`src/rtl/pme_smi_pkg.sv`:
```
package pme_smi_pkg;
  localparam int DW   = 8;
  localparam int NREG = 2;
  localparam int SW   = DW * NREG;
  localparam int AW   = 3;
  localparam int WDT_BIT = 10;
  localparam logic [SW-1:0] SRC_MASK = 16'h0F2F;
  localparam logic [SW-1:0] SMI_MASK = SRC_MASK & ~(SW'(1) << WDT_BIT);

  typedef enum logic [AW-1:0] {
    A_STS_LO = 3'd0,
    A_STS_HI = 3'd1,
    A_PEN_LO = 3'd2,
    A_PEN_HI = 3'd3,
    A_SEN_LO = 3'd4,
    A_SEN_HI = 3'd5,
    A_CTRL   = 3'd6,
    A_NONE   = 3'd7
  } reg_addr_e;
endpackage

```
`src/rtl/pme_smi_status.sv`:
```
module pme_smi_status
  import pme_smi_pkg::*;
(
  input  logic          clk_i,
  input  logic          rst_ni,
  input  logic [SW-1:0] req_i,
  input  logic [SW-1:0] clr_i,
  output logic [SW-1:0] sts_o
);
  for (genvar i = 0; i < SW; i++) begin : g_bit
    if (SRC_MASK[i]) begin : g_src
      logic req_q, sts_q;
      always_ff @(posedge clk_i or negedge rst_ni) begin
        if (!rst_ni) begin
          req_q <= 1'b0;
          sts_q <= 1'b0;
        end else begin
          req_q <= req_i[i];
          // a new rise wins over a simultaneous clear
          sts_q <= (req_i[i] & ~req_q) | (sts_q & ~clr_i[i]);
        end
      end
      assign sts_o[i] = sts_q;
    end else begin : g_rsvd
      logic unused_b;
      assign unused_b = req_i[i] ^ clr_i[i];
      assign sts_o[i] = 1'b0;
    end
  end
endmodule

```
`src/rtl/pme_smi_regs.sv`:
```
module pme_smi_regs
  import pme_smi_pkg::*;
(
  input  logic          clk_i,
  input  logic          rst_ni,
  input  logic          wr_i,
  input  logic [AW-1:0] addr_i,
  input  logic [DW-1:0] wdata_i,
  input  logic [SW-1:0] sts_i,
  output logic [SW-1:0] clr_o,
  output logic [SW-1:0] pme_en_o,
  output logic [SW-1:0] smi_en_o,
  output logic          pme_oe_o,
  output logic          wdt_smi_en_o,
  output logic [DW-1:0] rdata_o
);
  reg_addr_e     addr;
  logic [SW-1:0] wvec, lane_m;
  logic          wr_sts, wr_pen, wr_sen, wr_ctl;

  assign addr   = reg_addr_e'(addr_i);
  assign wvec   = {NREG{wdata_i}};
  assign lane_m = {{DW{addr_i[0]}}, {DW{~addr_i[0]}}};
  assign wr_sts = wr_i && (addr == A_STS_LO || addr == A_STS_HI);
  assign wr_pen = wr_i && (addr == A_PEN_LO || addr == A_PEN_HI);
  assign wr_sen = wr_i && (addr == A_SEN_LO || addr == A_SEN_HI);
  assign wr_ctl = wr_i && (addr == A_CTRL);

  assign clr_o = wr_sts ? (wvec & lane_m & SRC_MASK) : '0;

  always_ff @(posedge clk_i or negedge rst_ni) begin
    if (!rst_ni) begin
      pme_en_o     <= '0;
      smi_en_o     <= '0;
      pme_oe_o     <= 1'b0;
      wdt_smi_en_o <= 1'b0;
    end else begin
      if (wr_pen) pme_en_o <= (pme_en_o & ~lane_m) | (wvec & lane_m & SRC_MASK);
      if (wr_sen) smi_en_o <= (smi_en_o & ~lane_m) | (wvec & lane_m & SMI_MASK);
      if (wr_ctl) begin
        pme_oe_o     <= wdata_i[0];
        wdt_smi_en_o <= wdata_i[1];
      end
    end
  end

  always_comb begin
    unique case (addr)
      A_STS_LO: rdata_o = sts_i[DW-1:0];
      A_STS_HI: rdata_o = sts_i[SW-1:DW];
      A_PEN_LO: rdata_o = pme_en_o[DW-1:0];
      A_PEN_HI: rdata_o = pme_en_o[SW-1:DW];
      A_SEN_LO: rdata_o = smi_en_o[DW-1:0];
      A_SEN_HI: rdata_o = smi_en_o[SW-1:DW];
      A_CTRL:   rdata_o = {{(DW-2){1'b0}}, wdt_smi_en_o, pme_oe_o};
      default:  rdata_o = '0;
    endcase
  end
endmodule

```
`src/rtl/pme_smi_combine.sv`:
```
module pme_smi_combine
  import pme_smi_pkg::*;
(
  input  logic          clk_i,
  input  logic          rst_ni,
  input  logic [SW-1:0] sts_i,
  input  logic [SW-1:0] pme_en_i,
  input  logic [SW-1:0] smi_en_i,
  input  logic          pme_oe_i,
  input  logic          wdt_smi_en_i,
  output logic          pme_no_o,
  output logic          smi_no_o
);
  logic smi_hit, smi_q;

  assign pme_no_o = ~(pme_oe_i & |(pme_en_i & sts_i));
  assign smi_hit  = |(smi_en_i & SMI_MASK & sts_i) | (wdt_smi_en_i & sts_i[WDT_BIT]);

  always_ff @(posedge clk_i or negedge rst_ni) begin
    if (!rst_ni) smi_q <= 1'b0;
    else         smi_q <= smi_hit;
  end

  assign smi_no_o = ~smi_q;
endmodule

```
`src/rtl/pme_smi_agg.sv`:
```
module pme_smi_agg
  import pme_smi_pkg::*;
(
  input  logic          clk_i,
  input  logic          rst_ni,
  input  logic [SW-1:0] req_i,
  input  logic          wr_i,
  input  logic [AW-1:0] addr_i,
  input  logic [DW-1:0] wdata_i,
  output logic [DW-1:0] rdata_o,
  output logic          pme_no_o,
  output logic          smi_no_o
);
  logic [SW-1:0] sts, clr, pme_en, smi_en;
  logic          pme_oe, wdt_smi_en;

  pme_smi_status u_status (
    .clk_i (clk_i),
    .rst_ni(rst_ni),
    .req_i (req_i),
    .clr_i (clr),
    .sts_o (sts)
  );

  pme_smi_regs u_regs (
    .clk_i       (clk_i),
    .rst_ni      (rst_ni),
    .wr_i        (wr_i),
    .addr_i      (addr_i),
    .wdata_i     (wdata_i),
    .sts_i       (sts),
    .clr_o       (clr),
    .pme_en_o    (pme_en),
    .smi_en_o    (smi_en),
    .pme_oe_o    (pme_oe),
    .wdt_smi_en_o(wdt_smi_en),
    .rdata_o     (rdata_o)
  );

  pme_smi_combine u_combine (
    .clk_i       (clk_i),
    .rst_ni      (rst_ni),
    .sts_i       (sts),
    .pme_en_i    (pme_en),
    .smi_en_i    (smi_en),
    .pme_oe_i    (pme_oe),
    .wdt_smi_en_i(wdt_smi_en),
    .pme_no_o    (pme_no_o),
    .smi_no_o    (smi_no_o)
  );
endmodule

```
`config.mk`:
```
export PLATFORM = sky130hd
export DESIGN_NAME = pme_smi_agg
export DESIGN_NICKNAME = d
export VERILOG_FILES = /design/src/rtl/pme_smi_pkg.sv /design/src/rtl/pme_smi_status.sv /design/src/rtl/pme_smi_regs.sv /design/src/rtl/pme_smi_combine.sv /design/src/rtl/pme_smi_agg.sv
export SDC_FILE = /design/constraint.sdc
export NUM_CORES = 1
export LEC_CHECK = 0
export ABC_AREA = 1
export BUFFER_PORTS_ARGS = -buffer_cell sky130_fd_sc_hd__buf_4
export CAP_MARGIN = 40
export CORE_MARGIN = 2
export CORE_UTILIZATION = 50
export DETAILED_ROUTE_END_ITERATION = 7
export PLACE_DENSITY_LB_ADDON = 0.08
export SLEW_MARGIN = 25
export SYNTH_ARGS = -nofsm -noshare
export SYNTH_HDL_FRONTEND = slang
export SYNTH_SLANG_ARGS = --single-unit
```
`constraint.sdc`:
```
create_clock -name clk_i -period 0.9 [get_ports clk_i]
set_input_delay 0.045 -clock clk_i [delete_from_list [all_inputs] [get_ports clk_i]]
set_output_delay 0.045 -clock clk_i [all_outputs]
set_load 0.02 [all_outputs]
```
# [Word level (Yosys, flattened, before mapping)]
# Index checks and enable logic that the tools add are counted.
[totals] ff_bits=53 inputBits=30 output_inout_bits=10 wordCells=100
[op_classes] n_eq_ne=6 n_mux=2 bitwise=59 reduce_logical=10
[ops] op="case mux 8 bit (7 select lines)" count=1
[ops] op="bitwise AND 16 bit" count=2
[ops] op="OR 16 x 12 -> 16 bit" count=2
[ops] op="OR reduction 16 bit" count=2
[ops] op="bitwise AND 12 bit" count=2
[ops] op="inverter 1 bit" count=21
[ops] op="bitwise AND 1 bit" count=20
[ops] op="bitwise AND 16 x 12 -> 16 bit" count=1
[ops] op="inverter 16 bit" count=1
[ops] op="2-to-1 mux 12 bit" count=1
[ops] op="OR 1 bit" count=10
[ops] op="equality test 3 bit (second input constant)" count=3
[ops] op="equality test 3 x 2 -> 1 bit (second input constant)" count=2
[ops] op="logical AND 1 bit" count=4
[ops] op="equality test 3 x 1 -> 1 bit (second input constant)" count=1
[ops] op="logical NOT 3 bit" count=1
[ops] op="logical OR 1 bit" count=3

# [Longest topological paths before layout]
# Gate-level depths: netlist (run 1).
[logic_depth] ltp_word=7 mapped_depth=8 ltp_nobuf=7

# [By module]
# From an unflattened synthesis (run 1), not the netlist that was laid out.
[unflattened] hier_cells=389 hier_area_um2=2817.7
[by_module_without_submodules] module="pme_smi_regs" n_inst=1 cells_per_inst=262 area_per_inst_um2=1869.3 seq_area_each_um2=850.8
[by_module_without_submodules] module="pme_smi_status" n_inst=1 cells_per_inst=80 area_per_inst_um2=743.2 seq_area_each_um2=450.4
[by_module_without_submodules] module="pme_smi_combine" n_inst=1 cells_per_inst=47 area_per_inst_um2=205.2 seq_area_each_um2=25.0

# [Worst setup path after synthesis (run 1)]
# OpenSTA, ideal clock, no wires.
[synth_timing] path_kind="input to register" startpoint="input addr_i[1]" endpoint="register (tool-made name)" setup_time_ps=118 arrival_time_ps=789 required_time_ps=782 setup_slack_ps=-7 path_stages=8 n_path_buf=2 path_cell_list="buf_4 -> inv_4 -> nand2_2 -> nor2_2 -> nand2_1 -> buf_6 -> nand2_1 -> o21ai_2"
[synth_rtl] item="start, declared" line="pme_smi_agg.sv:8" source="input logic [AW-1:0] addr_i,"

==> impl_metrics.env, run 1 <==
export IMPL_status="complete, but fails checks"
export IMPL_violations="setup timing"
export IMPL_routed_wl_mm=6.52
export IMPL_post_route_period_util=1.50
export IMPL_grt_antenna_before_repair=0
export IMPL_finalSetupViolCount=10
export IMPL_core_area_mm2=0.00479
export IMPL_final_common_cell="nand2_1"
export IMPL_end_kind="primary output"
export IMPL_critPathSlowestCell="dfrtp_1"
export IMPL_layout_common_cells="103 x nand2_1, 59 x buf_4, 52 x dfrtp_1"
export IMPL_syn_area_mm2=0.00250
export IMPL_final_nets=434
export IMPL_worstPathArrival_ps=1310
export IMPL_num_rows=25
export IMPL_synthesis_nets=346
export IMPL_die_w_um=74.7
export IMPL_syn_inst=316
export IMPL_n_fill_cell=381
export IMPL_pin_count=40
export IMPL_io_buffers=29
export IMPL_ant_nets=0
export IMPL_layout_drive_gt1_share=0.267
export IMPL_vias_per_cell=5.05
export IMPL_synth_yosys_seq_area_share=0.531
export IMPL_fin_area_mm2=0.00345
export IMPL_crit_path_max_incr_delay_ps=420
export IMPL_cts_tree="done"
export IMPL_post_place_ws_ps=-154
export IMPL_cts_buffers=5
export IMPL_vias=2377
export IMPL_path_class="reg -> out"
export IMPL_clock_sinks=53
export IMPL_timing_rr_end="u_combine.smi_q"
export IMPL_dp_hpwl_mm=4.68
export IMPL_dr_pass1_iters=5
export IMPL_grt_pass1_vias=2216
export IMPL_finish_utilization=0.721
export IMPL_p_total_uw=5370
export IMPL_hold_class="in -> async"
export IMPL_slew_headroom=0.739
export IMPL_ys_seq_elements=53
export IMPL_wl_per_cell_um=13.8
export IMPL_die_h_um=74.7
export IMPL_crit_path_frequent_cell="nand2_1"
export IMPL_final_setup_tns_ps=-3320
export IMPL_syn_to_final_growth_pct=38.0
export IMPL_clk_latency_ps=320
export IMPL_gp_congestion=0.877
export IMPL_grt_pass1_wl_mm=10.5
export IMPL_fmax_mhz=740
export IMPL_synth_warnings=0
export IMPL_p_per_area_mw_per_mm2=1560
export IMPL_startpoint_type="register"
export IMPL_final_setup_worst_slack_ps=-451
export IMPL_die_area_mm2=0.00558
export IMPL_r2r_cells=6
export IMPL_grt_ovfl_total=0
export IMPL_worst_pin_slew_ps=391
export IMPL_grt_max_degree=37
export IMPL_slew_viol_final=0
export IMPL_clk_pin_slew_ps=100
export IMPL_reg2reg_slack_ps=-250
export IMPL_drt_iter0_markers=225
export IMPL_irDropWorstVdd_uv=1330
export IMPL_crit_chain="nand2_1, nand3_2, nor2_2, nand2_1, nand2_1, buf_6"
export IMPL_min_period_ps=1350
export IMPL_skew_ps=11.4
export IMPL_report_final_hold_viol_count=0
export IMPL_cts_root_buf="clkbuf_8"
export IMPL_cp_max_fo=3
export IMPL_clockBufferDepth=2
export IMPL_syn_area_per_cell_um2=7.91
export IMPL_cp_required_ps=850
export IMPL_post_dp_cell_area_mm2=0.00300
export IMPL_max_cap_viol_count=0
export IMPL_grt_usage=0.255
export IMPL_cts_htree_levels=2
export IMPL_rsz0062_at_grt="yes"
export IMPL_start_util=0.522
export IMPL_drc_errors=0
export IMPL_yosysUniqueCellTypes=20
export IMPL_rr_startpoint="u_status.g_bit[9].g_src.sts_q"
export IMPL_leakagePower_uw=0.00184
export IMPL_antenna_cells=0
where the power goes:
part	internal, uW	leakage, uW	switching [uW]	total (uW)
logic	600	0.00116	639	1240
clock network	538	0.0000402	796	1330
registers	2610	0.000645	193	2800
synth_stat cells:
master | instances | area share
and3_1 | 1 | 0.0025
buf_2 | 5 | 0.010
buf_4 | 2 | 0.0060
buf_6 | 1 | 0.0045
clkbuf_1 | 1 | 0.0015
dfrtp_1 | 53 | 0.53
inv_1 | 41 | 0.062
inv_2 | 4 | 0.0060
inv_4 | 1 | 0.0025
nand2_1 | 106 | 0.16
nand2_2 | 3 | 0.0075
nand3_1 | 17 | 0.034
nand4_1 | 19 | 0.048
nor2_1 | 20 | 0.030
nor2_2 | 1 | 0.0025
nor2_4 | 3 | 0.014
nor3_1 | 3 | 0.0060
o21ai_0 | 27 | 0.054
o21ai_1 | 5 | 0.010
o21ai_2 | 3 | 0.011
worst max-delay path, delay by kind of cell, from the launching register on:
kind	cells	cell delay, ps
buf+inv	1	120
flops	1	420
simple gates	5	450
worst max path at each step:
stage                                        from          to  cells past startpoint
global route                             register    pme_no_o                      6
finish                                   register    pme_no_o                      6
CTS                 u_status.g_bit[3].g_src.sts_q    pme_no_o                      6
floorplan                               addr_i[1]  rdata_o[0]                      6
global placement                        addr_i[2]    register                      6
detailed placement                      addr_i[1]    register                      7
per-stage QoR:
stage,hold slack (ps),instances
after floorplan,-251,316
after global placement,-158,432
after detailed placement,-158,432
after CTS,55.2,464
after global routing,72.2,471
final,61.6,471
metal layers:
metal  track usage  wire length [um]  vias up
li1              -                 -     1172
met1         0.372              3020     1109
met2         0.387              3030       89
met3        0.0455               401        7
met4        0.0813                71        0
met5             0                 0        -
cells by family after synthesis:
group	count (synthesis)	share of synthesized area
AO/OA/AOI/OAI	35	0.0746
buffers and inverters	55	0.0921
flip-flops	53	0.531
AND/OR/NAND/NOR	173	0.303
timing repair:
item / 4_1_cts / 5_1_grt
resized for setup: 11 / 18
buffers inserted: 10 / 7
setup endpoints to repair: 10 / 15
hold buffers: 15 / 0
hold endpoints to repair: 81 / 0
pin swaps: 21 / 20
cell type report:
| type | instances | area (um2) | share of cell area |
|---|---|---|---|
| clock buffer | 5 | 68.8 | 0.0199 |
| clock inverter | 2 | 16.3 | 0.00471 |
| inverter | 46 | 178 | 0.0515 |
| multi-input combinational | 208 | 986 | 0.286 |
| sequential | 53 | 1330 | 0.385 |
| tap | 67 | 83.8 | 0.0243 |
| timing repair buffer | 90 | 791 | 0.229 |
(Power assumes the default switching activity.)
==> run 2: changes to the inputs <==
- CTS_BUF_LIST: unset -> sky130_fd_sc_hd__clkbuf_16
==> run 2 against run 1 <==
Effect of this change:
- the run ends with hold timing, setup timing left
- final cell count shrank 0.64%
- die area unchanged
- largest cell class unchanged
- sequential share of layout area is 0.77 points lower
- utilization up 1.5 points
- non-clock buffer count down 3
- highest routed layer unchanged
- clock skew shrank 4.9 ps
- critical endpoint unchanged
- register-to-register slack better by 110 ps
- sequential power barely moved
- critical path depth unchanged
- clock power up 38%
- critical path type unchanged
- wire length rose by 2.5%
- first-iteration DRC count rose by 3.6%
==> impl_metrics.env, run 2 (same netlist as run 1, synthesis figures left out) <==
export IMPL_p_sw_frac=0.283
export IMPL_n_fill_cell=362
export IMPL_die_h_um=74.7
export IMPL_grt_antenna_before_repair=0
export IMPL_final_setup_worst_slack_ps=-410
export IMPL_vias=2403
export IMPL_final_common_cell="nand2_1"
export IMPL_ant_nets=0
export IMPL_cp_max_fo=3
export IMPL_p_per_area_mw_per_mm2=1690
export IMPL_status="complete, but fails checks"
export IMPL_max_cap_viol_count=0
export IMPL_clk_latency_ps=290
export IMPL_antenna_cells=0
export IMPL_grt_ovfl_total=0
export IMPL_power_switching_uw=1680
export IMPL_seq_power_share=0.473
export IMPL_clockBufferDepth=2
export IMPL_skew_ps=6.46
export IMPL_crit_chain="nand2_1, nand3_1, nor2_1, nand2_1, nand2_1, buf_6"
export IMPL_rsz0062_at_grt="yes"
export IMPL_layout_drive_gt1_share=0.282
export IMPL_start_util=0.522
export IMPL_cts_buffers=5
export IMPL_crit_path_max_incr_delay_ps=410
export IMPL_wl_per_cell_um=14.3
export IMPL_critPathSlowestCell="dfrtp_1"
export IMPL_grt_max_degree=37
export IMPL_slew_viol_final=0
export IMPL_num_rows=25
export IMPL_layout_common_cells="100 x nand2_1, 54 x buf_4, 52 x dfrtp_1"
export IMPL_crit_path_frequent_cell="nand2_1"
export IMPL_syn_to_final_growth_pct=40.8
export IMPL_drc_errors=0
export IMPL_irDropWorstVdd_uv=1620
export IMPL_dr_pass1_iters=5
export IMPL_io_buffers=29
export IMPL_routed_wl_mm=6.68
export IMPL_clock_power_share=0.310
export IMPL_cts_htree_levels=2
export IMPL_report_final_hold_viol_count=1
export IMPL_die_area_mm2=0.00558
export IMPL_clk_pin_slew_ps=70
export IMPL_whs_ps=-0.00974
export IMPL_path_buf_inv=1
export IMPL_crit_family="simple AND/OR/NAND/NOR gates"
export IMPL_drt_iter0_markers=233
export IMPL_instances_no_fill=468
export IMPL_worstPathArrival_ps=1270
export IMPL_core_area_mm2=0.00479
export IMPL_violations="hold timing, setup timing"
export IMPL_grt_pass1_wl_mm=10.9
export IMPL_p_int_uw=4260
export IMPL_final_nets=431
export IMPL_leakagePower_uw=0.00187
export IMPL_die_w_um=74.7
export IMPL_pin_count=40
export IMPL_clock_sinks=53
export IMPL_grt_usage=0.262
export IMPL_post_route_period_util=1.46
export IMPL_end_kind="primary output"
export IMPL_slew_headroom=0.750
export IMPL_dp_hpwl_mm=4.68
export IMPL_startpoint_type="register"
export IMPL_power_frac_comb=0.217
export IMPL_gp_congestion=0.877
export IMPL_path_class="reg -> out"
export IMPL_hold_class="in -> reg"
export IMPL_fmax_mhz=763
export IMPL_cp_required_ps=850
export IMPL_vias_per_cell=5.13
export IMPL_worst_pin_slew_ps=374
export IMPL_cts_tree="done"
export IMPL_finish_utilization=0.736
export IMPL_cts_root_buf="clkbuf_16"
export IMPL_dp_cells=432
export IMPL_min_period_ps=1310
export IMPL_finalSetupViolCount=10
export IMPL_grt_pass1_vias=2258
run 2: cell count changes in the layout (fill, tap and decap cells not counted), sizes merged:
cell         previous run  this run
buf                    75        74
dlygate4sd3            15        13
run 2: what timing repair did:
item | in CTS | in global routing
hold endpoints to repair | 66 | 0
hold buffers | 13 | 0
setup buffers | 13 | 6
resized for setup | 21 | 24
setup endpoints to repair | 10 | 16
pin swaps | 29 | 19
gates cloned | 0 | 0
run 2: through the flow:
stage                     worst slack, ps  power (uW)  instance area (um2)  hold WS (ps)  setup TNS, ps
after global routing                 -472        6230                 3520          13.3          -3270
after global placement               -156        3810                 3000          -158          -3610
after CTS                            -387        5900                 3440          6.10          -2600
final                                -410        5940                 3520      -0.00974          -2750
after detailed placement             -154        3830                 3000          -158          -3970
after floorplan                      3.93        3310                 2510          -251              0
run 2: worst paths after layout:
path	startpoint	endpoint	slack [ps]	depth (start not counted)
setup / recovery	u_status.g_bit[5].g_src.sts_q	pme_no_o	-410	6
min in group asynchronous	rst_ni	u_status.g_bit[0].g_src.req_q	90	2
hold / removal	wdata_i[2]	register	-0.01	3
max in group asynchronous	rst_ni	u_regs.pme_en_o[12]	440	3
hold reg to reg	u_status.g_bit[10].g_src.req_q	u_status.g_bit[10].g_src.sts_q	420	1
setup reg to reg	u_status.g_bit[8].g_src.sts_q	u_combine.smi_q	-140	5
run 2: power groups by stage:
stage | sequential [uW] | clock, uW | combinational (uW)
floorplan | 2770 | 0 | 543
detailed placement | 2840 | 0 | 982
global placement | 2840 | 0 | 972
CTS | 2790 | 1870 | 1230
finish | 2810 | 1840 | 1290
global route | 2820 | 1990 | 1420
run 2: layout make-up:
type                            count  area, um2  share of cell area
Sequential cell                    53       1330               0.377
Multi-Input combinational cell    208       1010               0.287
Timing Repair Buffer               87        778               0.221
Inverter                           46        178              0.0505
Clock buffer                        5        125              0.0355
Tap cell                           67       83.8              0.0238
Clock inverter                      2       16.3             0.00462
run 2: worst min-delay path, cell delays in order:
cell	delay (ps)
buf_4	110
nand2_1	50
nand2_1	50
run 2: metal layers:
layer,share of wire,vias to the layer above,wire length [um],global-route usage
met3,0.059,16,396,0.0495
met2,0.47,94,3150,0.406
met4,0.019,0,124,0.0694
met1,0.45,1127,3010,0.382
li1,-,1166,-,-
met5,0,-,0,0
==> run 3: changes to the inputs <==
--- a/constraint.sdc
+++ b/constraint.sdc
@@ -3,2 +3,2 @@
 set_output_delay 0.045 -clock clk_i [all_outputs]
-set_load 0.02 [all_outputs]
+set_load 0.005 [all_outputs]
==> run 3 against run 2 <==
Effect of this change:
- the flow finishes with violations (setup timing)
- critical path depth did not move
- final area fell by 2.6%
- non-clock buffer count fell by 5
- clock-buffer cell count did not move
- final cell count fell by 0.85%
- register-to-register slack got worse by 90 ps
- combinational power fell by 12%
- die area did not move
- total power fell by 1.8%
- sequential share of layout area rose by 0.98 points
==> impl_metrics.env, run 3 (same netlist as run 1, synthesis figures left out) <==
export IMPL_status="complete, but fails checks"
export IMPL_violations="setup timing"
export IMPL_max_cap_viol_count=0
export IMPL_clockBufferDepth=2
export IMPL_io_buffers=29
export IMPL_post_route_period_util=1.40
export IMPL_whs_path_depth=3
export IMPL_worst_pin_slew_ps=377
export IMPL_m1WireLength_mm=2.94
export IMPL_cts_htree_levels=2
export IMPL_slew_viol_final=0
export IMPL_die_w_um=74.7
export IMPL_grt_antenna_before_repair=0
export IMPL_final_setup_tns_ps=-2660
export IMPL_r2r_cells=6
export IMPL_antenna_cells=0
export IMPL_final_setup_worst_slack_ps=-356
export IMPL_clock_sinks=53
export IMPL_die_area_mm2=0.00558
export IMPL_core_area_mm2=0.00479
export IMPL_skew_ps=5.06
export IMPL_finalSetupViolCount=11
export IMPL_report_final_hold_viol_count=0
export IMPL_grt_usage=0.259
export IMPL_rsz0062_at_grt="yes"
export IMPL_ant_nets=0
export IMPL_grt_ovfl_total=0
export IMPL_clk_pin_slew_ps=70
export IMPL_layout_common_cells="99 x nand2_1, 57 x buf_4, 53 x dfrtp_1"
export IMPL_vias=2287
export IMPL_final_common_cell="nand2_1"
export IMPL_grt_max_degree=54
export IMPL_cts_buffers=5
export IMPL_hold_start="wdata_i[0]"
export IMPL_num_rows=25
export IMPL_final_nets=426
export IMPL_fmax_mhz=796
export IMPL_die_h_um=74.7
export IMPL_reg2reg_slack_ps=-230
export IMPL_dp_hpwl_mm=4.44
export IMPL_gp_congestion=0.927
export IMPL_grt_pass1_wl_mm=10.8
export IMPL_grt_pass1_vias=2209
export IMPL_slew_headroom=0.748
export IMPL_worstPathArrival_ps=1210
export IMPL_hold_class="in -> reg"
export IMPL_timing_rr_end="u_combine.smi_q"
export IMPL_min_period_ps=1260
export IMPL_pin_count=40
export IMPL_routed_wl_mm=6.40
export IMPL_path_class="reg -> out"
export IMPL_vias_per_cell=4.93
export IMPL_instances_no_fill=464
export IMPL_wl_per_cell_um=13.8
export IMPL_drc_errors=0
export IMPL_p_per_area_mw_per_mm2=1700
export IMPL_wl_met3_um=467
export IMPL_startpoint_type="register"
export IMPL_leakagePower_uw=0.00183
export IMPL_drt_iter0_markers=226
export IMPL_dr_pass1_iters=5
export IMPL_dp_cells=428
export IMPL_cp_required_ps=850
export IMPL_syn_to_final_growth_pct=37.1
export IMPL_cts_root_buf="clkbuf_16"
export IMPL_end_kind="primary output"
export IMPL_layout_drive_gt1_share=0.247
export IMPL_cp_max_fo=4
export IMPL_routed_wl_met2_mm=2.87
export IMPL_n_fill_cell=394
export IMPL_start_util=0.522
export IMPL_irDropWorstVdd_uv=1150
export IMPL_cts_tree="done"
export IMPL_clk_latency_ps=290
export IMPL_top_layer="met4"
## run 3: per-stage QoR
stage / area (um2) / worst slack (ps) / power (uW) / hold slack, ps / util
finish: 3430 / -356 / 5830 / 68.3 / 0.716
detailed placement: 2970 / -154 / 3740 / 44.4 / 0.621
global placement: 2970 / -113 / 3720 / 44.9 / 0.621
CTS: 3360 / -362 / 5790 / 69.1 / 0.702
global route: 3430 / -436 / 6120 / 85.6 / 0.716
floorplan: 2510 / 14.2 / 3250 / -251 / -
## run 3: how the worst max path moves through the flow
stage / startpoint / end / slack, ps / cells after the start
floorplan: addr_i[1] / register / 10 / 8
global placement: addr_i[1] / rdata_o[3] / -110 / 8
detailed placement: addr_i[1] / register / -150 / 7
CTS: u_status.g_bit[3].g_src.sts_q / pme_no_o / -360 / 6
global route: u_status.g_bit[1].g_src.sts_q / pme_no_o / -440 / 6
finish: u_status.g_bit[9].g_src.sts_q / pme_no_o / -360 / 6
## run 3: worst max-delay path, stage by stage (launching register included)
cell     delay [ps]
dfrtp_1         430
nand2_1          90
nand3_1          70
nor2_1          100
nand2_1          60
nand2_1          50
buf_4           100
## run 3: where the power goes
part           leakage, uW  switching [uW]  internal (uW)
sequential        0.000645             189           2610
clock            0.0000718             864           1040
combinational      0.00111             571            563
total              0.00183            1620           4210
## run 3: area by class of cell
cell class	count	area, um2	area share
Clock inverter	3	21.3	0.00620
Timing Repair Buffer	82	708	0.207
Sequential cell	53	1330	0.387
Inverter	46	178	0.0518
Tap cell	67	83.8	0.0245
Multi-Input combinational cell	208	986	0.288
Clock buffer	5	125	0.0365
## run 3: metal layers
metal  up-vias  global-route usage
met3        13              0.0549
met1      1031               0.373
met2        88               0.396
met4         0              0.0754
met5         -                   0
li1       1155                   -
## run 3: timing repair
item                       in CTS  in global routing
setup buffers                   9                  4
hold endpoints to repair       71                  0
hold buffers                   15                  0
resized for setup               6                 15
pin swaps                      36                 16
setup endpoints to repair      10                 14
